**config.mk**
```make
export PLATFORM = sky130hd
export DESIGN_NAME = muldiv_hilo
export DESIGN_NICKNAME = d
export VERILOG_FILES = /design/src/rtl/muldiv_pkg.sv /design/src/rtl/muldiv_mul_seq.sv /design/src/rtl/muldiv_div_seq.sv /design/src/rtl/muldiv_hilo_regs.sv /design/src/rtl/muldiv_hilo.sv
export SDC_FILE = /design/constraint.sdc
export NUM_CORES = 1
export LEC_CHECK = 0
export ABC_AREA = 1
export CELL_PAD_IN_SITES_DETAIL_PLACEMENT = 1
export CELL_PAD_IN_SITES_GLOBAL_PLACEMENT = 1
export CORE_MARGIN = 10
export CORE_UTILIZATION = 30
export CTS_CLUSTER_SIZE = 20
export DETAILED_ROUTE_END_ITERATION = 10
export DONT_BUFFER_PORTS = 1
export PLACE_DENSITY_LB_ADDON = 0.1
export SETUP_SLACK_MARGIN = 0.05
export SLEW_MARGIN = 15
export SYNTH_ARGS = -nofsm -noshare
export SYNTH_HDL_FRONTEND = slang
export SYNTH_SLANG_ARGS = --single-unit
```
**constraint.sdc**
```tcl
create_clock -name clk -period 2.5 [get_ports clk]
set_input_delay 0.375 -clock clk [delete_from_list [all_inputs] [get_ports clk]]
set_output_delay 0.375 -clock clk [all_outputs]
set_load 0.02 [all_outputs]
```
**src/rtl/muldiv_pkg.sv**
```systemverilog
package muldiv_pkg;
  typedef enum logic [2:0] {
    OP_MUL  = 3'd0,
    OP_MULU = 3'd1,
    OP_DIV  = 3'd2,
    OP_DIVU = 3'd3,
    OP_RDHI = 3'd4,
    OP_RDLO = 3'd5,
    OP_WRHI = 3'd6,
    OP_WRLO = 3'd7
  } md_op_e;

  typedef enum logic [1:0] {
    ST_IDLE = 2'd0,
    ST_MUL  = 2'd1,
    ST_DIV  = 2'd2
  } md_state_e;
endpackage

```
**src/rtl/muldiv_mul_seq.sv**
```systemverilog
// Unsigned shift-add multiplier, one multiplier bit per cycle.
module muldiv_mul_seq #(
  parameter int W = 32
) (
  input  logic           clk,
  input  logic           rst_n,
  input  logic           start,
  input  logic [W-1:0]   mcand_i,
  input  logic [W-1:0]   mplier_i,
  output logic           busy_o,
  output logic [2*W-1:0] prod_o
);
  localparam int CW = $clog2(W + 1);
  localparam logic [CW-1:0] LAST = CW'(W - 1);

  logic [2*W-1:0] prod;
  logic [W-1:0]   mc;
  logic [CW-1:0]  cnt;
  logic           run;
  logic [W:0]     sum;

  // Upper half plus the multiplicand when the current multiplier bit is set.
  assign sum = {1'b0, prod[2*W-1:W]} + (prod[0] ? {1'b0, mc} : '0);

  always_ff @(posedge clk) begin
    if (!rst_n) begin
      prod <= '0;
      mc   <= '0;
      cnt  <= '0;
      run  <= 1'b0;
    end else if (start) begin
      prod <= {{W{1'b0}}, mplier_i};
      mc   <= mcand_i;
      cnt  <= '0;
      run  <= 1'b1;
    end else if (run) begin
      prod <= {sum, prod[W-1:1]};
      cnt  <= cnt + 1'b1;
      if (cnt == LAST) run <= 1'b0;
    end
  end

  assign busy_o = run;
  assign prod_o = prod;
endmodule

```
**src/rtl/muldiv_div_seq.sv**
```systemverilog
// Unsigned restoring divider, one quotient bit per cycle.
module muldiv_div_seq #(
  parameter int W = 32
) (
  input  logic         clk,
  input  logic         rst_n,
  input  logic         start,
  input  logic [W-1:0] dvd_i,
  input  logic [W-1:0] dvs_i,
  output logic         busy_o,
  output logic [W-1:0] quo_o,
  output logic [W-1:0] rem_o
);
  localparam int CW = $clog2(W + 1);
  localparam logic [CW-1:0] LAST = CW'(W - 1);

  logic [W-1:0]  quo;
  logic [W-1:0]  rem;
  logic [W-1:0]  dvs;
  logic [CW-1:0] cnt;
  logic          run;
  logic [W:0]    shifted;
  logic [W:0]    diff;

  assign shifted = {rem, quo[W-1]};
  assign diff    = shifted - {1'b0, dvs};

  always_ff @(posedge clk) begin
    if (!rst_n) begin
      quo <= '0;
      rem <= '0;
      dvs <= '0;
      cnt <= '0;
      run <= 1'b0;
    end else if (start) begin
      quo <= dvd_i;
      rem <= '0;
      dvs <= dvs_i;
      cnt <= '0;
      run <= 1'b1;
    end else if (run) begin
      if (diff[W]) begin
        rem <= shifted[W-1:0];
        quo <= {quo[W-2:0], 1'b0};
      end else begin
        rem <= diff[W-1:0];
        quo <= {quo[W-2:0], 1'b1};
      end
      cnt <= cnt + 1'b1;
      if (cnt == LAST) run <= 1'b0;
    end
  end

  assign busy_o = run;
  assign quo_o  = quo;
  assign rem_o  = rem;
endmodule

```
**src/rtl/muldiv_hilo_regs.sv**
```systemverilog
module muldiv_hilo_regs #(
  parameter int W = 32
) (
  input  logic         clk,
  input  logic         rst_n,
  input  logic         hi_we,
  input  logic         lo_we,
  input  logic [W-1:0] hi_d,
  input  logic [W-1:0] lo_d,
  output logic [W-1:0] hi_q,
  output logic [W-1:0] lo_q
);
  always_ff @(posedge clk) begin
    if (!rst_n) begin
      hi_q <= '0;
      lo_q <= '0;
    end else begin
      if (hi_we) hi_q <= hi_d;
      if (lo_we) lo_q <= lo_d;
    end
  end
endmodule

```
**src/rtl/muldiv_hilo.sv**
```systemverilog
module muldiv_hilo
  import muldiv_pkg::*;
#(
  parameter int W = 32
) (
  input  logic         clk,
  input  logic         rst_n,
  input  logic         cmd_valid,
  output logic         cmd_ready,
  input  logic [2:0]   cmd_op,
  input  logic [W-1:0] cmd_a,
  input  logic [W-1:0] cmd_b,
  output logic         busy,
  output logic         rsp_valid,
  input  logic         rsp_ready,
  output logic [W-1:0] rsp_data
);
  md_state_e      state;
  md_op_e         op;
  logic           take;
  logic           is_signed;
  logic           a_neg, b_neg;
  logic [W-1:0]   a_mag, b_mag;
  logic           mul_start, div_start;
  logic           mul_busy, div_busy;
  logic [2*W-1:0] mul_prod;
  logic [W-1:0]   div_quo, div_rem;

  // Sign bookkeeping captured at acceptance.
  logic           neg_prod, neg_quo, neg_rem, dz;
  logic [W-1:0]   dvd_raw;

  logic           hi_we, lo_we;
  logic [W-1:0]   hi_d, lo_d, hi_q, lo_q;
  logic [2*W-1:0] prod_fix;

  assign op        = md_op_e'(cmd_op);
  assign cmd_ready = (state == ST_IDLE) && !rsp_valid;
  assign busy      = (state != ST_IDLE);
  assign take      = cmd_valid && cmd_ready;

  assign is_signed = (op == OP_MUL) || (op == OP_DIV);
  assign a_neg     = is_signed && cmd_a[W-1];
  assign b_neg     = is_signed && cmd_b[W-1];
  assign a_mag     = a_neg ? -cmd_a : cmd_a;
  assign b_mag     = b_neg ? -cmd_b : cmd_b;

  assign mul_start = take && ((op == OP_MUL) || (op == OP_MULU));
  assign div_start = take && ((op == OP_DIV) || (op == OP_DIVU));

  muldiv_mul_seq #(.W(W)) u_mul (
    .clk      (clk),
    .rst_n    (rst_n),
    .start    (mul_start),
    .mcand_i  (a_mag),
    .mplier_i (b_mag),
    .busy_o   (mul_busy),
    .prod_o   (mul_prod)
  );

  muldiv_div_seq #(.W(W)) u_div (
    .clk    (clk),
    .rst_n  (rst_n),
    .start  (div_start),
    .dvd_i  (a_mag),
    .dvs_i  (b_mag),
    .busy_o (div_busy),
    .quo_o  (div_quo),
    .rem_o  (div_rem)
  );

  muldiv_hilo_regs #(.W(W)) u_regs (
    .clk   (clk),
    .rst_n (rst_n),
    .hi_we (hi_we),
    .lo_we (lo_we),
    .hi_d  (hi_d),
    .lo_d  (lo_d),
    .hi_q  (hi_q),
    .lo_q  (lo_q)
  );

  assign prod_fix = neg_prod ? -mul_prod : mul_prod;

  // Write-back: a finished engine, or a move-to command.
  always_comb begin
    hi_we = 1'b0;
    lo_we = 1'b0;
    hi_d  = '0;
    lo_d  = '0;
    if (state == ST_MUL && !mul_busy) begin
      hi_we = 1'b1;
      lo_we = 1'b1;
      hi_d  = prod_fix[2*W-1:W];
      lo_d  = prod_fix[W-1:0];
    end else if (state == ST_DIV && !div_busy) begin
      hi_we = 1'b1;
      lo_we = 1'b1;
      if (dz) begin
        hi_d = dvd_raw;
        lo_d = '1;
      end else begin
        hi_d = neg_rem ? -div_rem : div_rem;
        lo_d = neg_quo ? -div_quo : div_quo;
      end
    end else if (take && op == OP_WRHI) begin
      hi_we = 1'b1;
      hi_d  = cmd_a;
    end else if (take && op == OP_WRLO) begin
      lo_we = 1'b1;
      lo_d  = cmd_a;
    end
  end

  always_ff @(posedge clk) begin
    if (!rst_n) begin
      state    <= ST_IDLE;
      neg_prod <= 1'b0;
      neg_quo  <= 1'b0;
      neg_rem  <= 1'b0;
      dz       <= 1'b0;
      dvd_raw  <= '0;
    end else begin
      case (state)
        ST_IDLE: begin
          if (mul_start) begin
            neg_prod <= a_neg ^ b_neg;
            state    <= ST_MUL;
          end else if (div_start) begin
            neg_quo <= a_neg ^ b_neg;
            neg_rem <= a_neg;
            dz      <= (cmd_b == '0);
            dvd_raw <= cmd_a;
            state   <= ST_DIV;
          end
        end
        ST_MUL:  if (!mul_busy) state <= ST_IDLE;
        ST_DIV:  if (!div_busy) state <= ST_IDLE;
        default: state <= ST_IDLE;
      endcase
    end
  end

  // Move-from response channel.
  always_ff @(posedge clk) begin
    if (!rst_n) begin
      rsp_valid <= 1'b0;
      rsp_data  <= '0;
    end else if (take && (op == OP_RDHI || op == OP_RDLO)) begin
      rsp_valid <= 1'b1;
      rsp_data  <= (op == OP_RDHI) ? hi_q : lo_q;
    end else if (rsp_valid && rsp_ready) begin
      rsp_valid <= 1'b0;
    end
  end
endmodule

```
==> results of run 1 <==
==> flip-flops by register name, summed over array words and instances, names as in the netlist <==
register	count
u_mul.busy_o	1
rsp_data	32
neg_rem	1
u_div.rem_o	32
u_mul.prod_o	64
u_div.busy_o	1
u_div.cnt	6
dz	1
neg_prod	1
dvd_raw	32
rsp_valid	1
u_regs.lo_q	32
u_regs.hi_q	32
u_div.quo_o	32
u_div.dvs	32
u_mul.mc	32
state	2
neg_quo	1
u_mul.cnt	6
==> stage by stage <==
| step | area, um2 | setup TNS, ns | setup WS, ns | utilization (%) |
|---|---|---|---|---|
| 3_3_place_gp | 27500 | 0 | 0.0769 | 33.5 |
| 3_5_place_dp | 27500 | 0 | 0.0145 | 33.5 |
| 2_1_floorplan | 24900 | 0 | 0.0969 | - |
| 4_1_cts | 29500 | 0 | 0.0135 | 35.9 |
| 6_report | 30500 | 0 | 0.145 | 37.1 |
| 5_1_grt | 30500 | -0.0149 | -0.0149 | 37.1 |
==> path summary, 6_finish.rpt <==
| path | cells after the start | startpoint | end | slack (ns) |
|---|---|---|---|---|
| worst max register to register | 13 | u_mul.prod_o[0] | u_regs.hi_q[27] | 0.15 |
| worst min register to register | 2 | u_mul.mc[30] | u_mul.mc[30] | 0.46 |
| worst max-delay path | 13 | u_mul.prod_o[0] | u_regs.hi_q[27] | 0.15 |
| worst min-delay path | 3 | cmd_a[27] | u_div.quo_o[27] | 0.02 |
==> per-layer routing <==
layer / GRT usage (%) / routed length, um / vias to the layer above
li1: - / - / 13900
met2: 42.4 / 57900 / 726
met4: 8.01 / 4670 / 0
met5: 0 / 0 / -
met3: 4.25 / 7660 / 152
met1: 36.8 / 61200 / 13800
==> Yosys cell counts (4+ instances only) <==
library cell and instances:
inv_1 550, xnor2_1 21, a22o_1 9, a31oi_1 57, or2_2 7, inv_2 19
a22oi_1 10, a41oi_1 7, nand2_2 11, dfxtp_1 341, nor2_4 6, nor2_1 411
o21bai_1 8, ha_1 71, nand2_1 1233, nand4_1 94, nor3_1 50, nor2_2 8
xor2_1 79, nand3b_1 4, nor3_2 4, and2_1 10, nor4_1 4, o21a_1 6
o22ai_1 85, a21o_1 6, buf_4 6, o21ai_2 5, a21oi_1 244, o21ai_1 22
a211oi_1 4, o21ai_0 274, buf_2 58, o211ai_1 9, clkbuf_1 83, o31ai_1 5
nand3_1 307, clkinv_1 5, buf_1 19
==> logic make-up (layout without fill, tap and decap cells) <==
| family | Yosys count | in the layout |
|---|---|---|
| adders and majority gates | 73 | 73 |
| and+or+nand+nor | 2161 | 2161 |
| xor gates and xnor gates | 100 | 100 |
| AOI/OAI and AO/OA | 766 | 766 |
| DFF | 341 | 341 |
| buffers and inverters | 743 | 944 |
==> cell type report <==
class | instances | area [um2] | share of cell area (%)
clock buffer | 60 | 1270 | 4.18
clock inverter | 23 | 293 | 0.961
inverter | 574 | 2160 | 7.09
multi-input combinational | 3100 | 15900 | 52.0
sequential | 341 | 6850 | 22.5
tap | 1070 | 1340 | 4.40
timing repair buffer | 287 | 2700 | 8.85
==> critical path: cells and delay by family (launching register included) <==
family,cells,cell delay (ns)
compound gates,1,0.22
buf+inv,4,0.50
flops,1,0.39
simple gates,8,1.18
==> timing repair <==
item,CTS,global route
endpoints found under the hold margin,126,0
endpoints found under the setup margin,10,79
pin swaps,0,19
hold buffers,35,0
resized for setup,3,198
gates cloned,0,7
setup buffers,0,15
==> power breakdown <==
part	leakage, nW	switching, mW	internal [mW]	total [mW]
registers	2.78	0.592	5.86	6.45
clock network	0.767	2.94	4.14	7.08
logic	10.7	15.2	9.01	24.2
total	14.3	18.7	19.0	37.7
==> metrics.csv, run 1 <==
stage,metric,value,unit
status,status,finished clean,
yosys,synth_edf_count,0,
yosys,synth-simple-area-share,36.4,%
global_routing,grt_max_degree,95,
worst_setup_path,cp-start-kind,flop,
cells_and_area,final_cells,5455,
floorplanning,start_util,30.3,%
detailed_routing,routedWlPerCell,24.1,um
cts,cts_tree,done,
cells_and_area,n_antenna_cell,0,
cts,path_clk_slew,0.06,ns
yosys,synth.largest_area_cell,dfxtp_1,
sta,drv_slew,0,
cts,clk_latency,0.62,ns
cts,htree_levels,2,
yosys,syn_avg_cell_area,5.94,um2
sta,slew_headroom,55.1,%
cts,cts_sinks,341,
worst_setup_path,cp_slowest_stage_delay,0.39,ns
global_routing,grt_pass1_wl,191,mm
sta,finalSetupViolCount,0,
cells_and_area,synthToLayoutAreaGrowth,22.5,%
global_routing,grtUsageTotal,26.7,%
power,power,37.7,mW
yosys,ys_seq_elements,341,
yosys,yosys_warnings,0,
worst_setup_path,required,3.04,ns
sta,hold_slack,0.0241,ns
worst_setup_path,worstSetupPathType,flop to flop,
worst_setup_path,critical_path.max_fanout,4,
cells_and_area,layout_commonest_cell,nand2_1,
floorplanning,dieArea,0.0948,mm2
power,p_leak,14.3,nW
hold_path,hold_path.class,input pin to flop,
sta,fin_crit,2.35,ns
yosys,synthXorXnorAreaFrac,3.52,%
yosys,synthAdderAreaFrac,3.73,%
sta,finalClockSkew,0.0233,ns
sta,post-route-period-util,94.2,%
placed_design,gp_routability_congestion,0.933,
cells_and_area,drive_gt1_share,12.8,%
cells_and_area,fin_nets,4493,
yosys,ys_seq_area_share,27.4,%
power,peakVddDrop,1.66,mV
worst_setup_path,endpoint_kind,flop,
placed_design,dp_hpwl,103,mm
yosys,synth-compound-area-share,17.2,%
detailed_routing,vias_per_cell,5.24,
detailed_routing,drt_wl_total,131,mm
global_routing,grt_pass1_vias,28300,
yosys,syn_nets,4328,
yosys,synth_ff_type,dfxtp_1,
yosys,yosysTopAreaCellShare,27.4,%
floorplanning,io_pins,106,
worst_setup_path,crit_top_cell,buf_4,
yosys,syn_inst,4184,
power,p_per_area,1240,mW/mm2
flow_run,drv_cap,0,
detailed_routing,drt_first_pass_iters,5,
detailed_routing,drt_iter0_markers,1947,
sta,hold_viol_final,0,
floorplanning,core,0.0821,mm2
placed_design,port_buffers,0,
floorplanning,die_w,308,um
cts,clock_tree.root_cell,clkbuf_16,
detailed_routing,num_vias,28600,
global_routing,antenna_found_initial,3,
yosys,yosys-mux-area-fraction,0,%
yosys,async_flop_share,0,%
sta,timing.fmax,425,MHz
yosys,synth_top_family_by_area,simple AND/OR/NAND/NOR gates,
cells_and_area,final_cell_mix,"nand2_1 (1211), inv_1 (541), nor2_1 (388)",
yosys,ys_types,59,
cts,numCtsBuffers,45,
sta,worst_slew_pin_slew,0.673,ns
cts,clockBufferDepth,3,
floorplanning,die_height,308,um
detailed_routing,drc,0,
worst_setup_path,arrival,2.89,ns
cells_and_area,nFillCells,10800,
global_routing,overflow,0,
detailed_routing,ant_nets,0,
sta,rsz0062_at_grt,yes,
worst_setup_path,worstPathCellList,"buf_4, inv_4, buf_4, nand3_2, nor2_4, buf_4, nand2_2, or2_4, nand2_1, nand4_1, nand2_1, nand3_1, a21oi_1",
floorplanning,core.rowCount,105,
yosys,syn_area,0.0249,mm2
worst_setup_path,cp_slowest_cell,dfxtp_4,
yosys,synthTopCellsByArea,"dfxtp_1 (27%), nand2_1 (19%), inv_1 (8.3%)",
placed_design,place_inst,5315,
Power figures use the tool's default switching activity.
==> run 2, diff against run 1 <==
Settings changed: CORE_MARGIN 10 to not set.
==> run 2 against run 1 <==
The flow now finishes with violations (hold timing). Routed wire length is 0.68% lower. Sequential cell count stayed put. Combinational power hardly changed. Sequential share of layout area is 0.11 points lower. Clock power is 3.2% lower. Worst setup slack worse by 0.011 ns. Power is 1.2% lower. Register-to-register slack hardly changed. Fmax is 0.46% lower. Cell count is 0.55% higher. Critical path depth is 3 lower.
==> metrics.csv, run 2 (same netlist as run 1, synthesis figures left out) <==
stage,metric,value,unit
cts,htree_levels,2,
worst_setup_path,crit_start,cmd_a[4],
cts,numCtsBuffers,45,
placed_design,port_buffers,0,
detailed_routing,vias_per_cell,5.26,
hold_path,timing.hold.worst.start,cmd_a[25],
detailed_routing,drt_first_pass_iters,8,
sta,finalSetupViolCount,0,
cells_and_area,layout_commonest_cell,nand2_1,
cts,clockBufferDepth,3,
detailed_routing,ant_nets,0,
sta,worst_slew_pin_slew,0.787,ns
floorplanning,start_util,30.3,%
detailed_routing,routedWlPerCell,23.8,um
status,violations,hold timing,
placed_design,gp_routability_congestion,0.968,
detailed_routing,num_vias,28800,
detailed_routing,drc,0,
cts,clk_latency,0.62,ns
floorplanning,core.rowCount,105,
sta,timing.fmax,423,MHz
worst_setup_path,cp-start-kind,input pin,
worst_setup_path,worstReg2RegEnd,u_regs.lo_q[25],
cells_and_area,drive_gt1_share,14.0,%
cells_and_area,synthToLayoutAreaGrowth,23.3,%
floorplanning,dieArea,0.0841,mm2
cts,cts_sinks,341,
power,peakVddDrop,2.01,mV
worst_setup_path,r2r_slack,0.15,ns
sta,slew_headroom,47.5,%
sta,fin_crit,2.37,ns
detailed_routing,drt_wl_total,130,mm
floorplanning,die_height,290,um
placed_design,dp_hpwl,103,mm
detailed_routing,drt_iter0_markers,1994,
worst_setup_path,worstSetupPathType,input pin to flop,
hold_path,hold_path.class,input pin to flop,
worst_setup_path,arrival,2.89,ns
cells_and_area,final_cell_mix,"nand2_1 (1197), inv_1 (537), nor2_1 (381)",
sta,drv_slew,0,
cts,clock_tree.root_cell,clkbuf_16,
global_routing,grt_pass1_vias,28500,
cts,cts_tree,done,
sta,finalClockSkew,0.0295,ns
worst_setup_path,timing.rr.start,u_mul.prod_o[18],
floorplanning,core,0.0821,mm2
sta,setup-tns-final,0,ns
cells_and_area,fin_nets,4522,
sta,hold_viol_final,1,
global_routing,grt_max_degree,95,
status,status,"complete, but fails checks",
global_routing,antenna_found_initial,12,
global_routing,grtUsageTotal,30.2,%
worst_setup_path,cp-endpoint,u_div.quo_o[31],
global_routing,grt_pass1_wl,189,mm
worst_setup_path,critical_path.max_fanout,4,
worst_setup_path,reg2reg_depth,11,
worst_setup_path,endpoint_kind,flop,
floorplanning,die_w,290,um
power,p_leak,14.4,nW
power,p_per_area,1220,mW/mm2
cells_and_area,largest_reg_flops,64,
sta,post-route-period-util,94.6,%
flow_run,drv_cap,0,
cts,path_clk_slew,0.06,ns
worst_setup_path,required,3.02,ns
global_routing,overflow,0,
floorplanning,io_pins,106,
sta,rsz0062_at_grt,yes,
sta,hold_slack,-0.00122,ns
## run 2: how the worst min path moves through the flow
stage / to / slack, ns / cells past startpoint
after detailed placement: u_mul.mc[29] / 0.45 / 2
after CTS: dvd_raw[15] / 0.0007 / 2
after global routing: u_div.quo_o[25] / 0.02 / 3
after floorplan: u_mul.mc[31] / 0.43 / 2
final: u_div.quo_o[25] / -0.001 / 3
after global placement: u_mul.mc[27] / 0.45 / 2
## run 2: critical path, stage by stage
cell	delay (ns)
dlygate4sd3_1	0.58
inv_1	0.13
nand3_1	0.16
nor3_2	0.32
nand3_1	0.26
nor2_1	0.32
nand3_1	0.18
nand2_1	0.15
nand3_1	0.20
nand2_1	0.19
## run 2: what timing repair did
| item | in CTS | in global routing |
|---|---|---|
| cloned | 1 | 3 |
| setup buffers | 1 | 15 |
| hold buffers | 36 | 0 |
| setup endpoints to repair | 41 | 77 |
| pin swaps | 1 | 34 |
| hold endpoints to repair | 129 | 0 |
| resized for setup | 14 | 237 |
## run 2: layer usage
layer	share of wire (%)	global-route usage, %	up-vias
li1	-	-	14000
met5	0.13	0.794	-
met2	43	46.5	798
met3	6.8	6.71	219
met1	45	39.8	13800
met4	5.2	14.1	12
## run 2: through the flow
stage               power, mW  utilization (%)  instances  setup slack (ns)  cell area, um2
finish                   37.3             37.3       5485             0.135           30700
global route             40.4             37.3       5483            0.0104           30600
CTS                      35.1             36.1       5465            0.0154           29600
detailed placement       27.3             33.7       5345           -0.0604           27700
global placement         27.0             33.7       5345           -0.0669           27700
floorplan                20.1                -       4184            0.0969           24900
## run 2: area by class of cell
cell class	count	area, um2
repair buffers	316	2820
diodes	2	5.00
clock buffers	65	1270
clock inverters	17	221
fillers	10800	51500
multi-input cells	3100	16000
inverters	574	2160
flip-flops and latches	341	6860
well taps	1070	1340
## run 2: power breakdown
part	switching [mW]	total, mW	internal [mW]
combinational	15.2	24.0	8.79
sequential	0.578	6.44	5.87
clock	2.89	6.85	3.97
total	18.6	37.3	18.6
